===== src/rtl/dbgseq_pkg.sv =====
package dbgseq_pkg;

    localparam int BYTE_W    = 8;
    localparam int VEC_BYTES = 8;
    localparam int VEC_W     = BYTE_W * VEC_BYTES;
    localparam int REG_SLOTS = 7;
    localparam int SNAP_W    = REG_SLOTS * BYTE_W;
    localparam int WORD_W    = 2 * BYTE_W;
    localparam int IDX_W     = $clog2(VEC_BYTES);
    localparam int OP_W      = 3;
    localparam int STEP_W    = 3;

    // byte positions decoded by the scan host and the CPU
    localparam int CTRL_POS = VEC_BYTES - 1;
    localparam int IRH_POS  = 1;
    localparam int IRL_POS  = 0;

    localparam logic [IDX_W-1:0] IDX_RESERVED = IDX_W'(VEC_BYTES - 1);
    localparam logic [IDX_W-1:0] SLOT_TOP     = IDX_W'(REG_SLOTS - 1);
    localparam logic [IDX_W-1:0] REG_ADDR     = IDX_W'(3);
    localparam logic [IDX_W-1:0] REG_DHI      = IDX_W'(2);
    localparam logic [IDX_W-1:0] REG_DLO      = IDX_W'(1);

    localparam logic [BYTE_W-1:0] CTRL_NONE     = 8'h00;
    localparam logic [BYTE_W-1:0] CTRL_TAKEOVER = 8'h02;
    localparam logic [BYTE_W-1:0] CTRL_IRWRITE  = 8'h06;
    localparam logic [BYTE_W-1:0] IRH_IMM_BASE  = 8'hA0;
    localparam logic [BYTE_W-1:0] IRH_WR_EN     = 8'h02;
    localparam logic [BYTE_W-1:0] IRH_MEM_TO_R2 = 8'hC8;
    localparam logic [BYTE_W-1:0] IRH_MEM_TO_R1 = 8'hC4;

    typedef enum logic [OP_W-1:0] {
        OP_WR_REG = 3'd0,
        OP_WR_IR  = 3'd1,
        OP_RD_REG = 3'd2,
        OP_RD_ALL = 3'd3,
        OP_WR_MEM = 3'd4,
        OP_RD_MEM = 3'd5,
        OP_STEP   = 3'd6,
        OP_BAD    = 3'd7
    } op_e;

    typedef enum logic [2:0] {
        CAP_NONE,
        CAP_REG,
        CAP_ALL,
        CAP_MHI,
        CAP_MLO
    } cap_e;

    typedef struct packed {
        logic pre_cpu;
        logic pre_clk;
        logic scan;
        logic post_cpu;
    } phase_t;

    typedef struct packed {
        logic [BYTE_W-1:0] ctrl;
        logic [BYTE_W-1:0] irh;
        logic [BYTE_W-1:0] irl;
        phase_t            ph;
        cap_e              cap;
        logic              last;
    } txn_t;

    localparam phase_t PH_NORMAL = '{pre_cpu: 1'b1, pre_clk: 1'b1, scan: 1'b1, post_cpu: 1'b0};
    localparam phase_t PH_SCAN   = '{pre_cpu: 1'b0, pre_clk: 1'b0, scan: 1'b1, post_cpu: 1'b0};
    localparam phase_t PH_POST   = '{pre_cpu: 1'b0, pre_clk: 1'b0, scan: 1'b0, post_cpu: 1'b1};

    // instruction high byte for "load register r with immediate"
    function automatic logic [BYTE_W-1:0] imm_irh(input logic [IDX_W-1:0] r);
        return IRH_IMM_BASE | BYTE_W'({r, 2'b00});
    endfunction

    function automatic txn_t mk_txn(input phase_t ph, input logic [BYTE_W-1:0] c,
                                    input logic [BYTE_W-1:0] h, input logic [BYTE_W-1:0] l,
                                    input cap_e cap, input logic last);
        txn_t t;
        t.ctrl = c;
        t.irh  = h;
        t.irl  = l;
        t.ph   = ph;
        t.cap  = cap;
        t.last = last;
        return t;
    endfunction

    function automatic logic is_reject(input op_e op, input logic [IDX_W-1:0] idx);
        return (op == OP_BAD) ||
               (((op == OP_WR_REG) || (op == OP_RD_REG)) && (idx == IDX_RESERVED));
    endfunction

endpackage


===== src/rtl/dbgseq_plan.sv =====
module dbgseq_plan
    import dbgseq_pkg::*;
(
    input  op_e               op,
    input  logic [IDX_W-1:0]  idx,
    input  logic [BYTE_W-1:0] addr,
    input  logic [BYTE_W-1:0] hi,
    input  logic [BYTE_W-1:0] lo,
    input  logic [STEP_W-1:0] step,
    output txn_t              txn
);

    always_comb begin
        txn = mk_txn(PH_NORMAL, CTRL_TAKEOVER, '0, '0, CAP_NONE, 1'b1);
        unique case (op)
            OP_WR_REG: txn = mk_txn(PH_NORMAL, CTRL_TAKEOVER, imm_irh(idx), lo, CAP_NONE, 1'b1);
            OP_WR_IR:  txn = mk_txn(PH_NORMAL, CTRL_IRWRITE, hi, lo, CAP_NONE, 1'b1);
            OP_RD_REG: txn = mk_txn(PH_NORMAL, CTRL_TAKEOVER, '0, '0, CAP_REG, 1'b1);
            OP_RD_ALL: txn = mk_txn(PH_NORMAL, CTRL_TAKEOVER, '0, '0, CAP_ALL, 1'b1);
            OP_WR_MEM: begin
                unique case (step)
                    STEP_W'(0): txn = mk_txn(PH_NORMAL, CTRL_TAKEOVER, imm_irh(REG_ADDR), addr, CAP_NONE, 1'b0);
                    STEP_W'(1): txn = mk_txn(PH_NORMAL, CTRL_TAKEOVER, imm_irh(REG_DHI), hi, CAP_NONE, 1'b0);
                    STEP_W'(2): txn = mk_txn(PH_NORMAL, CTRL_TAKEOVER, imm_irh(REG_DLO), lo, CAP_NONE, 1'b0);
                    STEP_W'(3): txn = mk_txn(PH_NORMAL, CTRL_TAKEOVER, IRH_WR_EN, '0, CAP_NONE, 1'b0);
                    default:    txn = mk_txn(PH_NORMAL, CTRL_TAKEOVER, '0, '0, CAP_NONE, 1'b1);
                endcase
            end
            OP_RD_MEM: begin
                unique case (step)
                    STEP_W'(0): txn = mk_txn(PH_NORMAL, CTRL_TAKEOVER, imm_irh(REG_ADDR), addr, CAP_NONE, 1'b0);
                    STEP_W'(1): txn = mk_txn(PH_NORMAL, CTRL_TAKEOVER, IRH_MEM_TO_R2, '0, CAP_NONE, 1'b0);
                    STEP_W'(2): txn = mk_txn(PH_NORMAL, CTRL_TAKEOVER, IRH_MEM_TO_R1, '0, CAP_NONE, 1'b0);
                    STEP_W'(3): txn = mk_txn(PH_NORMAL, CTRL_TAKEOVER, '0, '0, CAP_MHI, 1'b0);
                    default:    txn = mk_txn(PH_NORMAL, CTRL_TAKEOVER, '0, '0, CAP_MLO, 1'b1);
                endcase
            end
            OP_STEP: begin
                unique case (step)
                    STEP_W'(0): txn = mk_txn(PH_SCAN, CTRL_NONE, '0, '0, CAP_NONE, 1'b0);
                    STEP_W'(1): txn = mk_txn(PH_POST, CTRL_NONE, '0, '0, CAP_NONE, 1'b0);
                    default:    txn = mk_txn(PH_SCAN, CTRL_TAKEOVER, '0, '0, CAP_NONE, 1'b1);
                endcase
            end
            default: ;
        endcase
    end

endmodule


===== src/rtl/dbgseq_txvec.sv =====
module dbgseq_txvec
    import dbgseq_pkg::*;
(
    input  txn_t             txn,
    input  logic             active,
    output logic [VEC_W-1:0] tx,
    output phase_t           ph
);

    for (genvar b = 0; b < VEC_BYTES; b++) begin : g_byte
        if (b == CTRL_POS) begin : g_ctrl
            assign tx[b*BYTE_W +: BYTE_W] = active ? txn.ctrl : '0;
        end else if (b == IRH_POS) begin : g_irh
            assign tx[b*BYTE_W +: BYTE_W] = active ? txn.irh : '0;
        end else if (b == IRL_POS) begin : g_irl
            assign tx[b*BYTE_W +: BYTE_W] = active ? txn.irl : '0;
        end else begin : g_zero
            assign tx[b*BYTE_W +: BYTE_W] = '0;
        end
    end

    assign ph = active ? txn.ph : '0;

endmodule


===== src/rtl/dbgseq_capture.sv =====
module dbgseq_capture
    import dbgseq_pkg::*;
(
    input  logic              clk,
    input  logic              rst_n,
    input  logic              cap_en,
    input  cap_e              kind,
    input  logic [IDX_W-1:0]  idx,
    input  logic [SNAP_W-1:0] rx_low,
    output logic [WORD_W-1:0] word,
    output logic [SNAP_W-1:0] snap
);

    localparam logic [IDX_W-1:0] MHI_SLOT = SLOT_TOP - REG_DHI;
    localparam logic [IDX_W-1:0] MLO_SLOT = SLOT_TOP - REG_DLO;

    logic [BYTE_W-1:0] slot [VEC_BYTES];

    for (genvar g = 0; g < VEC_BYTES; g++) begin : g_slot
        if (g < REG_SLOTS) begin : g_live
            assign slot[g] = rx_low[g*BYTE_W +: BYTE_W];
        end else begin : g_pad
            assign slot[g] = '0;
        end
    end

    always_ff @(posedge clk) begin
        if (!rst_n) begin
            word <= '0;
            snap <= '0;
        end else if (cap_en) begin
            unique case (kind)
                CAP_REG: word <= {{BYTE_W{1'b0}}, slot[SLOT_TOP - idx]};
                CAP_ALL: snap <= rx_low;
                CAP_MHI: word[WORD_W-1:BYTE_W] <= slot[MHI_SLOT];
                CAP_MLO: word[BYTE_W-1:0] <= slot[MLO_SLOT];
                default: ;
            endcase
        end
    end

endmodule


===== src/rtl/dbgseq_fsm.sv =====
module dbgseq_fsm
    import dbgseq_pkg::*;
(
    input  logic              clk,
    input  logic              rst_n,
    input  logic              req_valid,
    input  op_e               req_op,
    input  logic [IDX_W-1:0]  req_idx,
    input  logic [BYTE_W-1:0] req_addr,
    input  logic [BYTE_W-1:0] req_hi,
    input  logic [BYTE_W-1:0] req_lo,
    input  logic              host_ack,
    input  logic              last_step,
    output op_e               cur_op,
    output logic [IDX_W-1:0]  cur_idx,
    output logic [BYTE_W-1:0] cur_addr,
    output logic [BYTE_W-1:0] cur_hi,
    output logic [BYTE_W-1:0] cur_lo,
    output logic [STEP_W-1:0] cur_step,
    output logic              busy,
    output logic              done,
    output logic              issue,
    output logic              active,
    output logic              capture,
    output logic              err
);

    typedef enum logic [1:0] {
        S_IDLE,
        S_ISSUE,
        S_WAIT,
        S_FINISH
    } state_e;

    state_e state;
    state_e nxt;
    logic   accept;
    logic   reject_now;

    assign accept     = (state == S_IDLE) && req_valid;
    assign reject_now = is_reject(req_op, req_idx);

    // state register
    always_ff @(posedge clk) begin
        if (!rst_n) state <= S_IDLE;
        else        state <= nxt;
    end

    // request latch, step counter and error flag
    always_ff @(posedge clk) begin
        if (!rst_n) begin
            cur_op   <= OP_WR_REG;
            cur_idx  <= '0;
            cur_addr <= '0;
            cur_hi   <= '0;
            cur_lo   <= '0;
            cur_step <= '0;
            err      <= 1'b0;
        end else if (accept) begin
            cur_op   <= req_op;
            cur_idx  <= req_idx;
            cur_addr <= req_addr;
            cur_hi   <= req_hi;
            cur_lo   <= req_lo;
            cur_step <= '0;
            err      <= reject_now;
        end else if ((state == S_WAIT) && host_ack && !last_step) begin
            cur_step <= cur_step + 1'b1;
        end
    end

    // transitions
    always_comb begin
        nxt = state;
        unique case (state)
            S_IDLE:   if (req_valid) nxt = reject_now ? S_FINISH : S_ISSUE;
            S_ISSUE:  nxt = S_WAIT;
            S_WAIT:   if (host_ack) nxt = last_step ? S_FINISH : S_ISSUE;
            S_FINISH: nxt = S_IDLE;
        endcase
    end

    // outputs
    always_comb begin
        busy   = 1'b1;
        done   = 1'b0;
        issue  = 1'b0;
        active = 1'b0;
        unique case (state)
            S_IDLE:   busy = 1'b0;
            S_ISSUE:  begin issue = 1'b1; active = 1'b1; end
            S_WAIT:   active = 1'b1;
            S_FINISH: done = 1'b1;
        endcase
    end

    assign capture = (state == S_WAIT) && host_ack;

endmodule


===== src/rtl/dbg_access_seq.sv =====
module dbg_access_seq
    import dbgseq_pkg::*;
(
    input  logic                 clk,
    input  logic                 rst_n,
    input  logic                 req_valid,
    input  logic [OP_W-1:0]      req_op,
    input  logic [IDX_W-1:0]     req_idx,
    input  logic [BYTE_W-1:0]    req_addr,
    input  logic [BYTE_W-1:0]    req_hi,
    input  logic [BYTE_W-1:0]    req_lo,
    output logic                 busy,
    output logic                 done,
    output logic                 cmd_err,
    output logic [WORD_W-1:0]    rd_word,
    output logic [SNAP_W-1:0]    rd_snapshot,
    output logic                 host_go,
    output logic                 host_pre_cpu,
    output logic                 host_pre_clk,
    output logic                 host_scan,
    output logic                 host_post_cpu,
    output logic [VEC_W-1:0]     host_tx,
    input  logic                 host_ack,
    input  logic [VEC_W-1:0]     host_rx
);

    op_e               cur_op;
    logic [IDX_W-1:0]  cur_idx;
    logic [BYTE_W-1:0] cur_addr;
    logic [BYTE_W-1:0] cur_hi;
    logic [BYTE_W-1:0] cur_lo;
    logic [STEP_W-1:0] cur_step;
    logic              active;
    logic              capture;
    txn_t              txn;
    phase_t            ph;
    logic              rx_ctrl_unused;

    assign rx_ctrl_unused = ^host_rx[VEC_W-1:SNAP_W];

    dbgseq_fsm u_fsm (
        .clk       (clk),
        .rst_n     (rst_n),
        .req_valid (req_valid),
        .req_op    (op_e'(req_op)),
        .req_idx   (req_idx),
        .req_addr  (req_addr),
        .req_hi    (req_hi),
        .req_lo    (req_lo),
        .host_ack  (host_ack),
        .last_step (txn.last),
        .cur_op    (cur_op),
        .cur_idx   (cur_idx),
        .cur_addr  (cur_addr),
        .cur_hi    (cur_hi),
        .cur_lo    (cur_lo),
        .cur_step  (cur_step),
        .busy      (busy),
        .done      (done),
        .issue     (host_go),
        .active    (active),
        .capture   (capture),
        .err       (cmd_err)
    );

    dbgseq_plan u_plan (
        .op   (cur_op),
        .idx  (cur_idx),
        .addr (cur_addr),
        .hi   (cur_hi),
        .lo   (cur_lo),
        .step (cur_step),
        .txn  (txn)
    );

    dbgseq_txvec u_txvec (
        .txn    (txn),
        .active (active),
        .tx     (host_tx),
        .ph     (ph)
    );

    assign host_pre_cpu  = ph.pre_cpu;
    assign host_pre_clk  = ph.pre_clk;
    assign host_scan     = ph.scan;
    assign host_post_cpu = ph.post_cpu;

    dbgseq_capture u_cap (
        .clk    (clk),
        .rst_n  (rst_n),
        .cap_en (capture),
        .kind   (txn.cap),
        .idx    (cur_idx),
        .rx_low (host_rx[SNAP_W-1:0]),
        .word   (rd_word),
        .snap   (rd_snapshot)
    );

endmodule


===== config.mk =====
export PLATFORM = sky130hd
export DESIGN_NAME = dbg_access_seq
export DESIGN_NICKNAME = d
export VERILOG_FILES = /design/src/rtl/dbgseq_pkg.sv /design/src/rtl/dbgseq_plan.sv /design/src/rtl/dbgseq_txvec.sv /design/src/rtl/dbgseq_capture.sv /design/src/rtl/dbgseq_fsm.sv /design/src/rtl/dbg_access_seq.sv
export SDC_FILE = /design/constraint.sdc
export NUM_CORES = 1
export LEC_CHECK = 0
export BUFFER_PORTS_ARGS = -buffer_cell sky130_fd_sc_hd__buf_2
export CAP_MARGIN = 20
export CORE_MARGIN = 5
export CORE_UTILIZATION = 47
export CTS_CLUSTER_DIAMETER = 150
export CTS_CLUSTER_SIZE = 8
export DETAILED_ROUTE_END_ITERATION = 12
export GPL_ROUTABILITY_DRIVEN = 0
export PLACE_DENSITY = 0.91
export SLEW_MARGIN = 20
export SYNTH_ARGS = -nofsm -noshare
export SYNTH_HDL_FRONTEND = slang
export SYNTH_SLANG_ARGS = --single-unit

===== constraint.sdc =====
create_clock -name clk -period 2.05 [get_ports clk]
set_input_delay 0.41 -clock clk [delete_from_list [all_inputs] [get_ports clk]]
set_output_delay 0.41 -clock clk [all_outputs]
set_load 0.03 [all_outputs]

# [After elaboration in Yosys (flattened, before gate mapping)]
# Cells that the tools add are included.
[word_totals] rom_bits=0 n_memories=0 ram_bits=0 wordCells=78 in_bits=98 reg_bits=108 latch_bits=0
[classes] shifts=0 magnitude_cmp=1 bitwise=2 n_eq_ne=21 mul=0 muxes=22 div_mod_pow=0 add_sub_neg=2 n_reduce_logical=19
[ops] op="case mux 32 bit (7 select lines)" n=1
[ops] op="case mux 24 bit (4 select lines)" n=2
[ops] op="case mux 26 bit (2 select lines)" n=1
[ops] op="two-way mux 8 bit" n=5
[ops] op="case mux 8 bit (2 select lines)" n=2
[ops] op="binary-select mux 8 bit (select 3 bit)" n=1
[ops] op="== test 3 x 2 -> 1 bit, second input constant" n=7
[ops] op="== test 3 bit, second input constant" n=6
[ops] op="== test 3 x 1 -> 1 bit, second input constant" n=3
[ops] op="zero test 3 bit" n=3
[ops] op="two-way mux 2 bit" n=4
[ops] op="case mux 2 bit (4 select lines)" n=1
[ops] op="AND reduction 2 bit" n=4
[ops] op="== test 2 bit, second input constant" n=2
[ops] op=">= comparator 4 bit, second input constant" n=1
[ops] op="logical AND 1 bit" n=4
[ops] op="two-way mux 1 bit" n=4
[ops] op="two-way mux 4 bit" n=1
[ops] op="inequality test 2 bit, second input constant" n=2
[ops] op="inverter 3 -> 4 bit" n=1
[ops] op="nonzero test 2 bit" n=2
[ops] op="OR reduction 2 bit" n=2
[ops] op="adder 3 x 1 -> 3 bit, second input constant" n=1
[ops] op="subtractor 3 bit, first input constant" n=1
[ops] op="other kinds (5)" n=6

# [Logic depth before layout (Yosys ltp)]
[logic_depth] ltp_word=7 depth_mapped=8

# [Cells and area by module]
# A second synthesis with hierarchy kept.
[unflattened] hier_cells=638 area_unflattened_um2=5713.0
[by_module_without_submodules] module="dbgseq_capture" n_inst=1 cells_per_inst=358 area_each_um2=3214.3
[by_module_without_submodules] module="dbgseq_fsm" n_inst=1 cells_per_inst=109 area_each_um2=1311.3
[by_module_without_submodules] module="dbgseq_plan" n_inst=1 cells_per_inst=100 area_each_um2=658.1
[by_module_without_submodules] module="dbgseq_txvec" n_inst=1 cells_per_inst=71 area_each_um2=529.3

# [Least setup slack after synthesis]
# OpenSTA, ideal clock, no wires.
[synth_timing] kind="register to output" startpoint="reg u_fsm.state[0]" endpoint="out host_tx[3]" path_stages_with_launch=6 arrival_ps=1878 slack_ps=-238 path_buffers=1 path_cell_list="dfxtp_1 -> inv_1 -> ha_1 -> nand2b_1 -> clkbuf_1 -> o32ai_1"
[synth_between] elab_chain_len=4
[synth_rtl] element="from (decl)" line="dbgseq_fsm.sv:35" rtl="state_e state;"
[synth_rtl] element="from (signal assigned)" line="dbgseq_fsm.sv:46" rtl="else state <= nxt;"
[synth_rtl] element="== test 2 x 1 -> 1 bit or == test 2 bit (tied branches)" line="dbgseq_fsm.sv:89" rtl="unique case (state)"
[synth_rtl] element="OR reduction 2 bit (no source line) *"
[synth_rtl] element="two-way mux 1 bit *" line="dbgseq_fsm.sv:89"
[synth_rtl] element="two-way mux 8 bit *" line="dbgseq_txvec.sv:16" rtl="assign tx[b*BYTE_W +: BYTE_W] = active ? txn.irl : '0;"
[synth_rtl] element="to (decl)" line="dbg_access_seq.sv:22" rtl="output logic [VEC_W-1:0] host_tx,"
# Every way passes the cells marked *; elsewhere a longest branch is shown, timed or not.

# [Worst setup path in the final report]
[layout_timing] startpoint="reg u_fsm.cur_step[1]" endpoint="out host_tx[6]"
[layout_between] elab_chain_len=4
[layout_rtl] element="from (decl)" line="dbgseq_fsm.sv:19" rtl="output logic [STEP_W-1:0] cur_step,"
[layout_rtl] element="from (signal assigned)" line="dbgseq_fsm.sv:68" rtl="cur_step <= cur_step + 1'b1;"
[layout_rtl] element="== test 3 x 2 -> 1 bit (tied with other cells)" line="dbgseq_plan.sv:21, dbgseq_plan.sv:30"
[layout_rtl] element="case mux 24 bit (4 select lines), on equally long branches" line="dbgseq_plan.sv:30, dbgseq_plan.sv:21"
[layout_rtl] element="case mux 32 bit (7 select lines) *" line="dbgseq_plan.sv:15" rtl="unique case (op)"
[layout_rtl] element="two-way mux 8 bit *" line="dbgseq_txvec.sv:16"
# Marks and branches as above.

==> impl_metrics.tcl <==
set metrics [dict create \
    grt_max_degree 57 \
    portBuffers 187 \
    ant_nets 0 \
    ios 242 \
    hp-class "in2reg" \
    ff2ff_setup_slack_ns 0.10 \
    ir_drop_uv 619 \
    reg2regPathDepth 8 \
    diodes 0 \
    clock-sinks 108 \
    drcViolationCount 0 \
    vias 5089 \
    synth_edf_count 0 \
    hold_depth 2 \
    tns_ns -1.80 \
    status "complete, but fails checks" \
    r2r_end "u_cap.word[7]" \
    grt_setup_unrepaired "true" \
    ys_types 53 \
    stdcell_count 928 \
    clockBufferDepth 2 \
    die_h_um 116 \
    synth_top_area_cell "dfxtp_1" \
    finalSetupViolCount 13 \
    fmax_ghz 0.437 \
    synth_top_area_share_pct 40.7 \
    cap_violations 0 \
    critPathKind "reg2out" \
    fin_crit_ns 2.29 \
    row_count 38 \
    dp_cells 902 \
    drtPass1Iterations 5 \
    synthTopCellsByArea "dfxtp_1 41%, nand2_1 8.1%, a22o_1 7.8%" \
    die_w_um 116 \
    cts_root_buf "clkbuf_16" \
    hpwl_um 11700 \
    critPathLaunchType "register" \
    leakage_uw 0.00299 \
    p_per_area_nw_per_um2 997 \
    clkTransAtPathRegs_ns 0.07 \
    syn_inst 597 \
    relSlewSlack_pct 49.8 \
    grt-ovfl-total 0 \
    hold_end "u_fsm.cur_hi[7]" \
    drt-vias-per-instance 5.48 \
    synthFlopType "dfxtp_1" \
    grt_pass1_vias 4680 \
    grt_pass1_wl_um 24000 \
    violations "setup timing" \
    syn_to_final_growth_pct 30.0 \
    seq_area_frac_synth_pct 40.7 \
    required_ns 1.64 \
    drive_gt1_share_pct 37.9 \
    grt_usage_pct 22.7 \
    worstMarginPinSlew_ns 0.753 \
    cts_buffers 9 \
    fin_ws_ns -0.236 \
    postSynthAreaPerCell_um2 8.89 \
    hold_buffers 0 \
    fillCellCount 913 \
    timing.rr.start "u_fsm.cur_step[0]" \
    cp-end-kind "output pin" \
    wl_per_cell_um 18.1 \
    nets 893 \
    initial_core_util_pct 48.5 \
    cp_max_fo 8 \
    clk_latency_ns 0.34 \
    drt_iter0_markers 585 \
    crit_arrival_ns 1.88 \
    worstHoldStart "req_hi[7]" \
    yosysWarnings 0 \
    async_reset_ff_share_pct 0 \
    synth_seq_cells 108 \
    die_area_um2 13500 \
    drv_slew 0 \
    routed_wirelength_um 16800 \
    grt_antenna_before_repair 1 \
    htreeDepth 3 \
    hold_viol_final 0 \
    cts_tree "yes" \
    min_period_over_period_pct 112 \
    skew_ns 0.00336 \
    coreArea_um2 10900 \
    syn_area_um2 5310 \
]
[power by group]
part | total [µW] | leakage (µW) | switching [µW] | internal [µW]
registers | 2390 | 0.000878 | 146 | 2250
clock network | 1730 | 0.000139 | 783 | 949
logic | 2760 | 0.00197 | 1660 | 1100
[cell families after synthesis]
logic type | count (synthesis) | synth area share (%)
adder cells (fa/ha/maj) | 11 | 2.59
AND/OR/NAND/NOR | 174 | 15.1
other | 1 | 0.0707
flip-flops | 108 | 40.7
buffers and inverters | 108 | 12.7
multiplexers | 21 | 5.87
XOR/XNOR | 2 | 0.330
AO/OA/AOI/OAI | 172 | 22.6
[per-stage QoR]
step / power, µW / instance area (µm²) / setup WS, ns / util, % / hold WS, ns
after floorplan: 4100 / 5480 / -0.238 / - / 0.450
final: 6880 / 6900 / -0.236 / 63.1 / 0.271
after CTS: 6700 / 6770 / -0.153 / 61.9 / 0.262
after global placement: 4680 / 6210 / -0.102 / 56.8 / 0.438
after global routing: 7170 / 6900 / -0.329 / 63.1 / 0.258
after detailed placement: 4710 / 6230 / -0.119 / 56.9 / 0.444
[worst max path at each step]
stage	to	start	depth (start not counted)
after global routing	host_tx[6]	u_fsm.cur_step[1]	7
after floorplan	host_tx[3]	u_fsm.state[0]	5
after detailed placement	host_tx[7]	u_fsm.cur_step[1]	7
after CTS	host_tx[3]	u_fsm.cur_step[1]	8
after global placement	host_tx[3]	u_fsm.cur_step[1]	7
final	host_tx[6]	u_fsm.cur_step[1]	7
[flip-flops by register name, indices dropped and copies added, names as in the netlist]
| register | count |
|---|---|
| u_cap.snap | 56 |
| u_cap.word | 16 |
| u_fsm.cur_addr | 8 |
| u_fsm.cur_hi | 8 |
| u_fsm.cur_lo | 8 |
| u_fsm.cur_idx | 3 |
| u_fsm.cur_op | 3 |
| u_fsm.cur_step | 3 |
| u_fsm.state | 2 |
| u_fsm.err | 1 |
[routing by layer]
layer  share of wire, %  vias to the layer above  GRT usage [%]
met2                 48                      275           36.3
met3                7.8                       37           5.75
met1                 41                     2403           29.6
met4                3.0                        2           8.58
li1                   -                     2372              -
met5              0.077                        -              0
[worst max-delay path, cell delays in order, from the launching register on]
cell	delay (ns)
dfxtp_2	0.33
inv_2	0.06
ha_2	0.17
nor2b_4	0.27
a22o_1	0.19
a22oi_1	0.09
o32ai_1	0.17
buf_4	0.23
[layout make-up]
class / instances / area (µm²) / area share (%)
Clock buffer: 10 / 229 / 3.32
Tap cell: 140 / 175 / 2.54
Inverter: 18 / 67.6 / 0.979
Sequential cell: 108 / 2180 / 31.5
Multi-Input combinational cell: 426 / 2820 / 40.9
Timing Repair Buffer: 221 / 1370 / 19.8
Clock inverter: 5 / 60.1 / 0.870
[synth_stat cells, types with 12 or more instances]
master,number
nand2_1,115
dfxtp_1,108
a21oi_1,60
buf_4,52
a22o_1,47
buf_2,18
inv_1,17
a22oi_1,16
nand3_1,15
o21ai_0,13
mux2i_1,12
[placed cells by master, fill, tap and decap left out, drive strengths merged, types with 2 or more instances in the layout]
cell type  count
nand2        115
mux4           8
nand3b         2
o211ai         8
conb          46
a22o          47
o32ai          8
and3           4
nor3b          2
ha            11
nor3           5
nor2          12
and2           3
a22oi         16
mux2i         12
xnor2          2
clkbuf        10
nand2b         2
a21oi         62
dfxtp        108
inv           20
buf          221
nand3         15
o21ai         21
nor2b         10
[repair_timing]
| action | 4_1_cts | 5_1_grt |
|---|---|---|
| setup buffers | 6 | 5 |
| setup endpoints to repair | 19 | 26 |
| pin swaps | 20 | 21 |
| gates resized for setup | 58 | 30 |
No activity file was read; power rests on OpenSTA's default activity.
